[config.mk]
export PLATFORM = sky130hd
export DESIGN_NAME = tick_timer
export DESIGN_NICKNAME = d
export VERILOG_FILES = /design/src/rtl/tt_pkg.sv /design/src/rtl/tt_decode.sv /design/src/rtl/tt_ctrl.sv /design/src/rtl/tt_count.sv /design/src/rtl/tick_timer.sv
export SDC_FILE = /design/constraint.sdc
export NUM_CORES = 1
export LEC_CHECK = 0
export ABC_AREA = 1
export BUFFER_PORTS_ARGS = -buffer_cell sky130_fd_sc_hd__buf_2
export CORE_MARGIN = 1.5
export CORE_UTILIZATION = 45
export CTS_BUF_LIST = sky130_fd_sc_hd__clkbuf_4 sky130_fd_sc_hd__clkbuf_8
export CTS_CLUSTER_SIZE = 14
export DETAILED_ROUTE_END_ITERATION = 16
export PLACE_DENSITY = 0.75
export SLEW_MARGIN = 10
export SYNTH_ARGS = -nofsm -noshare
export SYNTH_HDL_FRONTEND = slang
export SYNTH_SLANG_ARGS = --single-unit
[constraint.sdc]
create_clock -name clk -period 1.8 [get_ports clk]
set_input_delay 0.27 -clock clk [delete_from_list [all_inputs] [get_ports clk]]
set_output_delay 0.27 -clock clk [all_outputs]
set_load 0.01 [all_outputs]
[src/rtl/tt_pkg.sv]
package tt_pkg;
  typedef enum logic [1:0] {
    TM_STOP    = 2'b00,
    TM_RESTART = 2'b01,
    TM_ONESHOT = 2'b10,
    TM_CONT    = 2'b11
  } tmode_e;
endpackage

[src/rtl/tt_decode.sv]
module tt_decode #(
  parameter int ADDR_W      = 16,
  parameter int GROUP       = 10,
  parameter int GROUP_SHIFT = 11
) (
  input  logic [ADDR_W-1:0] addr,
  input  logic              wr_en,
  output logic              mode_sel,
  output logic              cnt_sel,
  output logic              mode_we,
  output logic              cnt_we
);
  localparam int BASE = GROUP << GROUP_SHIFT;

  assign mode_sel = (addr == ADDR_W'(BASE));
  assign cnt_sel  = (addr == ADDR_W'(BASE + 1));
  assign mode_we  = wr_en && mode_sel;
  assign cnt_we   = wr_en && cnt_sel;
endmodule

[src/rtl/tt_ctrl.sv]
module tt_ctrl
  import tt_pkg::*;
#(
  parameter int DATA_W = 32,
  localparam int MATCH_W = DATA_W - 4
) (
  input  logic               clk,
  input  logic               rst_n,
  input  logic               we,
  input  logic [DATA_W-1:0]  wd,
  input  logic               hit,
  output tmode_e             mode_q,
  output logic               ie_q,
  output logic               pend_q,
  output logic [MATCH_W-1:0] match_q,
  output logic               mode_chg,
  output tmode_e             new_mode
);
  localparam int IE_BIT   = DATA_W - 3;
  localparam int PEND_BIT = DATA_W - 4;

  assign new_mode = tmode_e'(wd[DATA_W-1 -: 2]);
  assign mode_chg = we && (new_mode != mode_q);

  always_ff @(posedge clk) begin
    if (!rst_n) begin
      mode_q  <= TM_STOP;
      ie_q    <= 1'b0;
      pend_q  <= 1'b0;
      match_q <= '0;
    end else if (we) begin
      mode_q  <= new_mode;
      ie_q    <= wd[IE_BIT];
      match_q <= wd[MATCH_W-1:0];
      // a one in the pending field preserves, a zero acknowledges
      pend_q  <= wd[PEND_BIT] ? (pend_q | hit) : 1'b0;
    end else begin
      pend_q  <= pend_q | hit;
    end
  end
endmodule

[src/rtl/tt_count.sv]
module tt_count
  import tt_pkg::*;
#(
  parameter int DATA_W = 32,
  localparam int MATCH_W = DATA_W - 4
) (
  input  logic               clk,
  input  logic               rst_n,
  input  logic               cnt_we,
  input  logic [DATA_W-1:0]  wd,
  input  logic               tick,
  input  logic               mode_chg,
  input  tmode_e             new_mode,
  input  tmode_e             mode_q,
  input  logic [MATCH_W-1:0] match_q,
  output logic [DATA_W-1:0]  count_q,
  output logic               run_q,
  output logic               hit
);
  logic adv;

  assign adv = run_q && tick;
  assign hit = adv && (count_q[MATCH_W-1:0] == match_q);

  always_ff @(posedge clk) begin
    if (!rst_n) begin
      count_q <= '0;
    end else if (cnt_we) begin
      count_q <= wd;
    end else if (adv) begin
      if (hit && mode_q == TM_RESTART)      count_q <= '0;
      else if (hit && mode_q == TM_ONESHOT) count_q <= count_q;
      else                                  count_q <= count_q + 1'b1;
    end
  end

  always_ff @(posedge clk) begin
    if (!rst_n)                               run_q <= 1'b0;
    else if (mode_chg)                        run_q <= (new_mode != TM_STOP);
    else if (hit && mode_q == TM_ONESHOT)     run_q <= 1'b0;
  end
endmodule

[src/rtl/tick_timer.sv]
module tick_timer
  import tt_pkg::*;
#(
  parameter int ADDR_W      = 16,
  parameter int DATA_W      = 32,
  parameter int GROUP       = 10,
  parameter int GROUP_SHIFT = 11
) (
  input  logic              clk,
  input  logic              rst_n,
  input  logic [ADDR_W-1:0] reg_addr,
  input  logic              wr_en,
  input  logic [DATA_W-1:0] wr_data,
  input  logic              rd_en,
  output logic [DATA_W-1:0] rd_data,
  input  logic              tick_en,
  output logic              irq
);
  localparam int MATCH_W = DATA_W - 4;

  logic               mode_sel, cnt_sel, mode_we, cnt_we;
  tmode_e             mode_q, new_mode;
  logic               ie_q, pend_q, mode_chg, run_q, hit;
  logic [MATCH_W-1:0] match_q;
  logic [DATA_W-1:0]  count_q;

  tt_decode #(.ADDR_W(ADDR_W), .GROUP(GROUP), .GROUP_SHIFT(GROUP_SHIFT)) u_dec (
    .addr(reg_addr), .wr_en(wr_en), .mode_sel(mode_sel), .cnt_sel(cnt_sel),
    .mode_we(mode_we), .cnt_we(cnt_we)
  );

  tt_ctrl #(.DATA_W(DATA_W)) u_ctrl (
    .clk(clk), .rst_n(rst_n), .we(mode_we), .wd(wr_data), .hit(hit),
    .mode_q(mode_q), .ie_q(ie_q), .pend_q(pend_q), .match_q(match_q),
    .mode_chg(mode_chg), .new_mode(new_mode)
  );

  tt_count #(.DATA_W(DATA_W)) u_cnt (
    .clk(clk), .rst_n(rst_n), .cnt_we(cnt_we), .wd(wr_data), .tick(tick_en),
    .mode_chg(mode_chg), .new_mode(new_mode), .mode_q(mode_q),
    .match_q(match_q), .count_q(count_q), .run_q(run_q), .hit(hit)
  );

  always_comb begin
    rd_data = '0;
    if (rd_en && mode_sel)     rd_data = {mode_q, ie_q, pend_q, match_q};
    else if (rd_en && cnt_sel) rd_data = count_q;
  end

  assign irq = pend_q && ie_q;
endmodule

==> results summary, run 1 <==
The flow ran to the end, but the final reports show violations. The final reports fail on negative setup slack. The reported leakage power is 3.910 nW. The critical path is of the reg2reg type. The net count after synthesis came out at 973. The remaining global-route overflow is 0. The area fraction in compound gates after synthesis came out at 10.61%. The synthesized area per cell is 5.597 µm².

The first global-routing pass estimated 34,150 µm of wire. The area growth from synthesis to layout is 57.92%. The number of standard cells after synthesis is 919. The tightest slew margin relative to the limit is 72.39%. The antenna cell count came out at 0. The detailed-route wire length came out at 24,320 µm. Final hold analysis gives a worst-case slack of 0.1609 ns. The vertical extent of the die is 109.9 µm. Summing the areas of all and, or, nand and nor instances in the mapped netlist gives 46.19% of the synthesized area. Across every metal layer, demand over resource in global routing totals 37.68%. Setup repair after global routing could not meet its margin everywhere.

The top-level port count is 86. The actual slew at the worst max-slew pin is 0.4141 ns. The final critical path takes up 114.6% of the cycle. The number of endpoints with negative hold slack in the final report is 0.

The number of cells traversed by the worst register-to-register path is 13. The insertion delay of the later-clocked pin in the worst-skew pair is 0.39 ns. The total die area is 0.01208 mm². Power spread over the standard cell area amounts to 369.4 mW/mm². Before antenna repair, the detailed router went through 5 iterations.

The tree is rooted in a clkbuf_8. The critical-path maximum fanout is 9. The maximum operating frequency came out at 484.9 MHz. The capturing point of the worst reg2reg path is u_cnt.count_q[17]$_SDFFE_PN0P_.

Detailed placement ended at an HPWL of 14,100 µm. Counting tap cells, the placed design contains a total of 1,228 instances. The register share of total power came out at 47.8%. The final RePlAce weighted congestion came out at 1.013. The launch instance of the worst register-to-register path is u_cnt.count_q[1]$_SDFFE_PN0P_. The startpoint of the worst hold path is wr_data[20]. The number of fill cells came out at 826. STA classifies the critical path endpoint as a register. The fraction of the yosys area taken by sequential cells is 25.30%. In this run the register-to-register setup slack is -0.26 ns. The synthesized-area fraction occupied by xor and xnor cells is 5.108%. The non-filler instance count after layout is 1,275. The pin count of the biggest net entering global routing came out at 65.

The most critical setup path has its startpoint at u_cnt.count_q[1]$_SDFFE_PN0P_. Yosys printed 0 warnings. The number of nets in the final layout is 1,185.

The number of nets with antenna violations after routing came out at 0. The adder and majority gate portion of the synthesized area came out at 0.2432%. The proportion of power drawn by the clock network is 45.5%.

The net switching power of the design is 0.7732 mW. The required arrival time at the worst endpoint came out at 2.08 ns. STA classifies the critical path startpoint as a register. Setup violations remaining at the end of the flow were counted as 65.

Buffers inserted during clock tree synthesis total 9. Clock tree synthesis found a total of 65 sinks. The H-tree was split into 3 levels. The max-slew violation total from the final report is 0. The initial core utilization is 46.83%. The clock skew after layout came out at 0.01166 ns. The TritonCTS clock tree is built. The internal power of the cells totals 2.227 mW. The deepest clock path buffer count came out at 2. In the routed design, unresolved DRC markers number 0.

The register bit count reported by yosys is 65. Yosys mapped the design onto 30 distinct sky130hd cell types. The worst IR drop on VDD came out at 571.6 µV. The via count of the first global-routing pass is 6,703. The final worst slack is -0.2624 ns.

The total via count in the routed design is 7,424. The switching part of the total power is 25.77%. The final critical path time including I/O delays and setup came out at 2.062 ns.

The floorplan has 38 rows. The wire length per cell after detailed routing is 19.07 µm. In this run the standard cell core region covers 0.01098 mm². Along the worst hold path, the cell count comes to 3. Buffers inserted to repair hold after CTS numbered 0. The horizontal die dimension came out at 109.9 µm. The multiplexer fraction of the synthesized cell area came out at 0%. After synthesis, the largest family of logic cells by area is simple AND/OR/NAND/NOR gates. The proportion of power drawn by combinational gates is 6.7%. The average vias per placed instance came out at 5.823.

The number of DRC markers in iteration 0 is 863. At the worst endpoint, the arrival time is 2.34 ns. The worst min-delay path endpoint is u_ctrl.match_q[20]$_SDFFE_PN0P_. Clock-pin slew was measured on the worst setup and hold paths at 0.07 ns. The number of antenna violations at the first check in global routing is 0. In this run the worst hold path is classified as in2reg. The count of max-cap constraint violations came out at 0. After synthesis the cells add up to 0.005144 mm². During placement, the flow inserted port buffers numbering 85.

The share of layout cells above drive strength 1 came out at 39.03%.
[cell usage after synthesis]
| cell | count | share of area, % |
|---|---|---|
| a21oi_1 | 29 | 2.8 |
| a21oi_4 | 1 | 0.32 |
| a22oi_1 | 1 | 0.15 |
| and2_1 | 2 | 0.24 |
| buf_1 | 1 | 0.073 |
| buf_2 | 14 | 1.4 |
| buf_4 | 6 | 0.88 |
| clkbuf_1 | 29 | 2.1 |
| clkbuf_2 | 1 | 0.097 |
| clkinv_1 | 1 | 0.073 |
| dfxtp_1 | 65 | 25 |
| ha_1 | 1 | 0.24 |
| inv_1 | 95 | 6.9 |
| inv_2 | 14 | 1.0 |
| nand2_1 | 277 | 20 |
| nand3_1 | 90 | 8.8 |
| nand3_2 | 1 | 0.19 |
| nand3b_1 | 2 | 0.29 |
| nand4_1 | 41 | 5.0 |
| nor2_1 | 141 | 10 |
| nor2_2 | 2 | 0.24 |
| nor3_1 | 6 | 0.58 |
| nor3b_1 | 1 | 0.15 |
| nor4_1 | 1 | 0.12 |
| o21ai_0 | 34 | 3.3 |
| o22ai_1 | 27 | 3.3 |
| o31ai_1 | 5 | 0.73 |
| or2_1 | 1 | 0.12 |
| xnor2_1 | 8 | 1.4 |
| xor2_1 | 22 | 3.7 |
[worst max-delay path by stage]
| stage | slack (ns) | to |
|---|---|---|
| detailed placement | -0.15 | u_cnt.count_q[26]$_SDFFE_PN0P_ |
| CTS | -0.11 | u_cnt.count_q[23]$_SDFFE_PN0P_ |
| global placement | -0.11 | rd_data[25] |
| floorplan | 0.02 | rd_data[20] |
| global route | -0.53 | u_cnt.count_q[31]$_SDFFE_PN0P_ |
| finish | -0.26 | u_cnt.count_q[17]$_SDFFE_PN0P_ |
[sequential cells by signal, indices dropped and copies added (netlist names)]
signal,flops
u_ctrl.ie_q,1
u_cnt.count_q,32
u_ctrl.pend_q,1
u_ctrl.mode_q,2
u_ctrl.match_q,28
u_cnt.run_q,1
[metal layers]
metal / vias to the layer above / track usage [%] / wire length (µm)
met4: 0 / 22.54 / 1587
met2: 531 / 59.54 / 11160
li1: 3381 / - / -
met3: 135 / 9.544 / 2754
met1: 3377 / 45.92 / 8815
met5: - / 0 / 0
[kinds of logic after synthesis]
logic type,after synthesis
DFF,65
and+or+nand+nor,565
xor gates and xnor gates,30
AOI/OAI and AO/OA,97
adders and majority gates,1
buffers and inverters,161
[power by group through the flow]
stage | clock network (mW) | registers, mW | logic, mW
after floorplan | 0 | 1.47 | 0.0601
final | 1.37 | 1.43 | 0.202
after detailed placement | 0 | 1.47 | 0.163
after CTS | 1.34 | 1.43 | 0.175
after global routing | 1.43 | 1.43 | 0.212
after global placement | 0 | 1.47 | 0.159
[cell type report]
cell class / instances / area (µm²) / share of cell area [%]
timing repair buffer: 252 / 2037 / 25.08
clock inverter: 3 / 40.04 / 0.4929
tap: 140 / 175.2 / 2.157
multi-input combinational: 693 / 3949 / 48.61
clock buffer: 12 / 158.9 / 1.956
inverter: 110 / 417.9 / 5.145
sequential: 65 / 1345 / 16.56
[cells in the final DEF (no fill, tap or decap), types with 18 or more instances in the layout]
cell type    n
nand2_1    251
buf_4      139
nor2_1     100
inv_1       90
nand3_1     79
buf_2       75
nand4_1     41
o21ai_0     34
dfxtp_1     34
a21oi_1     29
dfxtp_2     29
nor2_4      25
nand2_2     25
xor2_1      22
o22ai_2     20
nor2_2      18
[worst max-delay path, stage by stage, from the launching register on]
cell and delay [ns]:
dfxtp_2 0.35, inv_1 0.06, nand2_2 0.12, buf_4 0.13, nand4_1 0.08, nor2_1 0.20, nand2_1 0.13, nor2_4 0.13
nand3_4 0.18, buf_6 0.21, nand3_1 0.08, nand2_1 0.10, nor2_4 0.12, nor2_1 0.05
[stage by stage]
stage / TNS [ns] / util, % / setup slack [ns] / cell area [µm²] / power [mW]
CTS: -2.366 / 68.75 / -0.1124 / 7551 / 2.949
global placement: -4.950 / 59.98 / -0.1126 / 6588 / 1.629
detailed placement: -6.222 / 59.98 / -0.1469 / 6588 / 1.633
finish: -11.24 / 73.96 / -0.2624 / 8123 / 3.000
global route: -21.93 / 73.96 / -0.5345 / 8123 / 3.079
floorplan: 0 / - / 0.01868 / 5144 / 1.530
[timing repair]
item / 4_1_cts / 5_1_grt
setup buffers: 16 / 8
gates cloned: 9 / 2
gates resized for setup: 144 / 109
endpoints found under the setup margin: 64 / 64
pin swaps: 30 / 59
No activity file was read; power rests on OpenSTA's default activity.
==> inputs of run 2 (changes only) <==
==> constraint.sdc (replaced) <==
create_clock -name clk -period 2.2 [get_ports clk]
set_input_delay 0.33 -clock clk [delete_from_list [all_inputs] [get_ports clk]]
set_output_delay 0.33 -clock clk [all_outputs]
set_load 0.01 [all_outputs]
==> results summary, run 2 (synthesis results as in run 1) <==
After detailed placement, the design holds a cell count of 1,116. The relative area change from synthesis to final layout is 16.88%. The largest registers in the layout are u_cnt.count_q (32), u_ctrl.match_q (28), u_ctrl.mode_q (2).

STA classifies the critical path startpoint as an input pin. The clock skew after layout came out at 0.01033 ns. Buffers inserted during clock tree synthesis total 9. The actual slew at the worst max-slew pin is 0.5662 ns. The region available for standard cell placement spans 0.01098 mm². The total die area came out at 0.01208 mm². The detail route stage leaves a number of antenna-violating nets equal to 0. Counting flops per register, the top entry is u_cnt.count_q. The total negative slack came out at 0 ns.

Detailed placement ended at an HPWL of 12,510 µm. The run finished with clean final reports. The period utilization is 93.83%. The number of fill cells is 1,190. The total via count in the routed design came out at 6,107. Leaving out fill and tap cells, the most frequent cell in the layout is nand2_1. Data on the critical path arrives at its endpoint at 1.73 ns.

Entering global routing, the biggest net connects 65 pins. The remaining routing DRC violations is 0. The number of nets in the final layout came out at 1,041. The number of rows created at floorplan is 38. The number of endpoints with negative hold slack in the final report came to 0. The insertion delay of the later-clocked pin in the worst-skew pair is 0.36 ns. The critical path's largest stage delay came out at 0.26 ns. Power spread over the standard cell area amounts to 430.9 mW/mm². The count of max-cap constraint violations came out at 0. On the critical path, the stage with the largest delay is an instance of or2_1.

CTS built an H-tree with a depth of 3. The worst slack at placement is 0.04574 ns. Once routing completed, OpenROAD measured the worst setup slack at 0.1358 ns. Of the cells placed in the final design, the portion with a size suffix greater than 1 is 14.92%. At the end of routability-driven placement, the weighted congestion stood at 0.9944.

In this run the critical register-to-register path is launched from u_cnt.count_q[2]$_SDFFE_PN0P_. Registers take 0.001305 mm². In the layout the commonest cells are nand2_1 (277), nor2_1 (140), inv_1 (95).

The top-level port count is 86. After detailed routing, the total wire length is 17,150 µm. For this design, the sink count on the clock tree is 65. The analysis attributes to cell leakage a power of 3.017 nW. In the final layout, the multi-input gates occupy 0.003216 mm².

Traced cell by cell, the critical path runs through buf_2 -> or2_1 -> nor3_1 -> nand3_1 -> buf_4 -> o31ai_1 -> buf_2. The startpoint of the worst hold path is wr_data[20]. CTS placed an instance of clkbuf_8 at the clock tree root. The longest clock path from root to sink contains 2 buffers. The launching element of the worst setup path is reg_addr[3]. STA classifies the critical path endpoint as an output pin.

The number of antenna diodes in the final layout is 0. The first global-routing pass estimated 27,190 µm of wire. The path class of the tightest hold or removal check is in2reg. The remaining global-route overflow is 0.

The count of input and output buffers is 85. The wire length per cell after detailed routing came out at 15.15 µm. The total of hold buffers inserted after clock tree synthesis came out at 0. Setup violations remaining at the end of the flow were counted as 0. The global-route usage over all layers came out at 29.39%. Setup repair after global routing left no endpoint under its margin. The required arrival time at the worst endpoint came out at 1.87 ns. The vertical extent of the die came out at 109.9 µm. The horizontal die dimension came out at 109.9 µm. Counting stages on the worst path, the most repeated cell is buf_2. In this run, the number of DRC markers left after iteration 0 of detailed routing was 502. The non-filler instance count after layout came out at 1,132. The number of antenna violations at the first check in global routing came to 0. The number of detailed-route iterations in the first pass came out at 6. The initial core utilization is 46.83%. Based on the critical path, the design can be clocked at up to 484.4 MHz. After clock tree synthesis, the clock-pin slew on the worst setup and hold paths is 0.08 ns.

The register with the most flip-flops in the layout has 32 of them. Across the VDD grid, the largest voltage drop is 441.0 µV. The critical-path maximum fanout is 17. The critical path class is in2out.

The via count of the first global-routing pass came to 5,364. The worst path needs 2.064 ns of the cycle, external delays included. The average vias per placed instance came out at 5.395. The max-slew violation total from the final report is 0. The worst hold margin is 0.2215 ns. The tightest slew margin relative to the limit is 62.11%. TritonCTS built the clock tree. The total power after layout came out at 2.591 mW.
run 2: cell count changes in the layout (fill, tap and decap cells not counted), sizes merged:
| cell | previous run | this run |
|---|---|---|
| buf | 250 | 108 |
| bufinv | 1 | 3 |
| clkbuf | 14 | 9 |
| clkinvlp | 0 | 2 |
run 2: cell type report:
class | count | area share (%)
multi-input cells | 693 | 53.49
clock buffers | 9 | 2.060
flip-flops and latches | 65 | 21.71
clock inverters | 7 | 1.977
well taps | 140 | 2.914
inverters | 110 | 6.868
repair buffers | 108 | 10.99
run 2: final timing paths:
path | depth (start not counted) | endpoint | slack, ns
max reg2reg | 14 | u_cnt.count_q[3]$_SDFFE_PN0P_ | 0.17
max | 7 | rd_data[6] | 0.14
min reg2reg | 2 | u_cnt.run_q$_SDFFE_PN0P_ | 0.47
min | 3 | u_ctrl.match_q[20]$_SDFFE_PN0P_ | 0.22
run 2: stage by stage:
step                      area, µm²  utilization (%)
after floorplan                5144                -
after global placement         5747            52.32
after detailed placement       5747            52.32
after CTS                      5989            54.53
after global routing           6012            54.74
final                          6012            54.74
run 2: report_power, final:
group          switching (mW)  leakage (nW)  internal (mW)
clock network           0.531         0.115          0.752
logic                  0.0815          2.38         0.0508
registers           0.0000336         0.525           1.18
run 2: layer usage:
layer	track usage, %	part of all wire [%]	up-vias
li1	-	-	3072
met1	40.01	45	2718
met2	45.87	43	287
met3	6.046	9.2	30
met4	10.30	2.2	0
met5	0	0	-
run 2: what timing repair did:
| item | 4_1_cts | 5_1_grt |
|---|---|---|
| setup buffers | 0 | 0 |
| gates resized for setup | 0 | 7 |
| endpoints found under the setup margin | 0 | 64 |
run 2: worst max-delay path: cells and delay by family:
kind / cells / cell delay [ns]
simple gates: 3 / 0.66
buf+inv: 3 / 0.50
compound gates: 1 / 0.24
==> inputs of run 3 (changes only) <==
==> constraint.sdc (replaced) <==
create_clock -name clk -period 2.2 [get_ports clk]
set_input_delay 0.22 -clock clk [delete_from_list [all_inputs] [get_ports clk]]
set_output_delay 0.22 -clock clk [all_outputs]
set_load 0.01 [all_outputs]
==> results summary, run 3 (synthesis results as in run 1) <==
Dividing the final minimum period by the clock period gives 91.61%. The number of rows created at floorplan came out at 38. The clock sink count came out at 65. The pin count of the biggest net entering global routing came out at 65. The number of endpoints with negative hold slack in the final report was 0. Leaving out fill and tap cells, the most frequent cell in the layout is nand2_1.

The startpoint identified for the worst register-to-register timing path is u_cnt.count_q[1]$_SDFFE_PN0P_. The register with the most flip-flops in the layout has 32 of them. Traced cell by cell, the critical path runs through ha_1 -> nand2_1 -> nor2_4 -> nand2_1 -> nor2_1 -> buf_4 -> xor2_1 -> inv_1 -> nand3_1 -> nand2_1 -> nor2_1 -> nor2_1. The tree is rooted in a clkbuf_8.

The number of nets with antenna violations after routing is 0. The type of the worst min-delay path is in2reg. The number of cells traversed by the worst register-to-register path is 12. The total overflow left after global routing is 0. The core region is 0.01098 mm². During placement, the flow inserted port buffers numbering 85.

The worst slack at placement is 0.1102 ns. In the layout the commonest cells are nand2_1 (277), nor2_1 (140), inv_1 (95). The average vias per placed instance is 5.419. The routed layout has 6,134 vias. The tightest slew margin relative to the limit came out at 55.98%.

The share of layout cells above drive strength 1 came out at 14.82%. The HPWL after detailed placement is 12,530 µm. The number of antenna violations at the first check in global routing is 0. After detailed routing, the total wire length is 17,390 µm.

Setup violations remaining at the end of the flow were counted as 0. The total power after layout is 2.385 mW. The count of instances resized after the clock tree is built is 0. The number of cells on the critical path came out at 12. The hold path depth is 3. The max-slew violation total from the final report is 0. The worst IR drop on VDD is 254.1 µV. The setup path with the least slack is of type reg2reg. Pin placement for this block handled 86 I/O pins. The kind of end point of the critical path is a register. The capturing point of the worst reg2reg path is u_cnt.count_q[14]$_SDFFE_PN0P_.

Across the run, the number of max-cap violations was 0. The destination of the critical timing path is u_cnt.count_q[14]$_SDFFE_PN0P_. The via count of the first global-routing pass is 5,508. Setup repair after global routing left no endpoint under its margin. The horizontal die dimension came out at 109.9 µm.

After layout, the worst setup slack is 0.1846 ns. The sequential cell area is 0.001305 mm². Tracing the worst setup path back leads to its startpoint at u_cnt.count_q[1]$_SDFFE_PN0P_. The area of combinational cells with multiple inputs is 0.003211 mm². The final RePlAce weighted congestion came out at 1.026.

The die is 109.9 µm tall. TritonCTS built the clock tree. At the end of the flow the core is filled with cells to 54.19%. STA puts the critical path data arrival time at 2.27 ns. The initial core utilization came out at 46.83%. The total negative slack came out at 0 ns. Among cell families on the critical path, the largest total delay comes from simple AND/OR/NAND/NOR gates. Clock-pin slew was measured on the worst setup and hold paths at 0.08 ns.

The relative area change from synthesis to final layout is 15.71%. On the critical path, the stage with the largest delay is an instance of dfxtp_1. The wire length per cell after detailed routing came out at 15.36 µm.

The worst hold path begins at wr_data[6]. The total of hold buffers inserted after clock tree synthesis is 0. The number of detailed-route iterations in the first pass came out at 8. The clock skew after layout came out at 0.01054 ns. The clock passes through at most 2 buffers. In this run the power density over the cells is 400.7 mW/mm². The flow ran to the end, and the final reports show no timing, DRC or antenna violations. The total die area is 0.01208 mm².

The actual slew at the worst max-slew pin came out at 0.6602 ns. The largest registers in the layout are u_cnt.count_q (32), u_ctrl.match_q (28), u_ctrl.mode_q (2). For flop-to-flop paths, the worst setup slack is 0.18 ns. Across every metal layer, demand over resource in global routing totals 30.33%.

The insertion delay of the later-clocked pin in the worst-skew pair is 0.36 ns. The antenna cell count came out at 0. The first global-routing pass estimated 28,170 µm of wire. The reported leakage power came out at 3.007 nW.

The H-tree depth reported by CTS is 3. The number of nets in the final layout came out at 1,041. The number of DRC markers in iteration 0 is 533. The maximum operating frequency is 496.2 MHz. The remaining routing DRC violations came out at 0. The critical-path maximum fanout is 7. The worst path buffer plus inverter count came out at 2. Once the clock tree was built, the setup fixing pass inserted 0 buffers. The critical path's largest stage delay is 0.42 ns. The required arrival time at the worst endpoint came out at 2.46 ns.

The worst setup path is launched from a register. The final critical path time including I/O delays and setup is 2.015 ns. The filler cells instantiated in the layout total 1,170. The number of buffers created by CTS is 9. The register with the most flip-flops is u_cnt.count_q.
## run 3: worst min path at each step
| stage | end | slack [ns] |
|---|---|---|
| 4_1_cts | u_ctrl.match_q[6]$_SDFFE_PN0P_ | 0.11 |
| 3_3_place_gp | u_ctrl.match_q[6]$_SDFFE_PN0P_ | 0.47 |
| 2_1_floorplan | u_ctrl.ie_q$_SDFFE_PN0P_ | 0.35 |
| 5_1_grt | u_ctrl.match_q[20]$_SDFFE_PN0P_ | 0.13 |
| 3_5_place_dp | u_ctrl.match_q[18]$_SDFFE_PN0P_ | 0.48 |
| 6_report | u_ctrl.match_q[6]$_SDFFE_PN0P_ | 0.12 |
## run 3: layer usage
layer	track usage, %	part of all wire, %	vias up
li1	-	-	3080
met1	41.22	43	2695
met2	47.60	44	334
met3	6.758	10	25
met4	9.369	1.9	0
met5	0	0	-
## run 3: power breakdown
group | internal (mW) | switching [mW]
Clock | 0.590 | 0.492
Sequential | 1.18 | 0.0000338
Combinational | 0.0478 | 0.0794
## run 3: final cells by class
class / count / share of cell area, %
Clock buffer: 13 / 2.691
Multi-Input combinational cell: 693 / 53.94
Tap cell: 140 / 2.943
Clock inverter: 3 / 0.6727
Inverter: 110 / 6.937
Timing Repair Buffer: 108 / 10.89
Sequential cell: 65 / 21.93
## run 3: tightest hold or removal path, stage by stage
cell and delay (ns):
buf_2 0.09, nor2_1 0.04, nor2_1 0.09
## run 3: metrics by stage
| stage | std cells | instance area, µm² | hold WS [ns] |
|---|---|---|---|
| global placement | 1116 | 5734 | 0.4719 |
| floorplan | 919 | 5144 | 0.3549 |
| global route | 1132 | 5952 | 0.1286 |
| CTS | 1132 | 5934 | 0.1090 |
| finish | 1132 | 5952 | 0.1174 |
| detailed placement | 1116 | 5734 | 0.4781 |
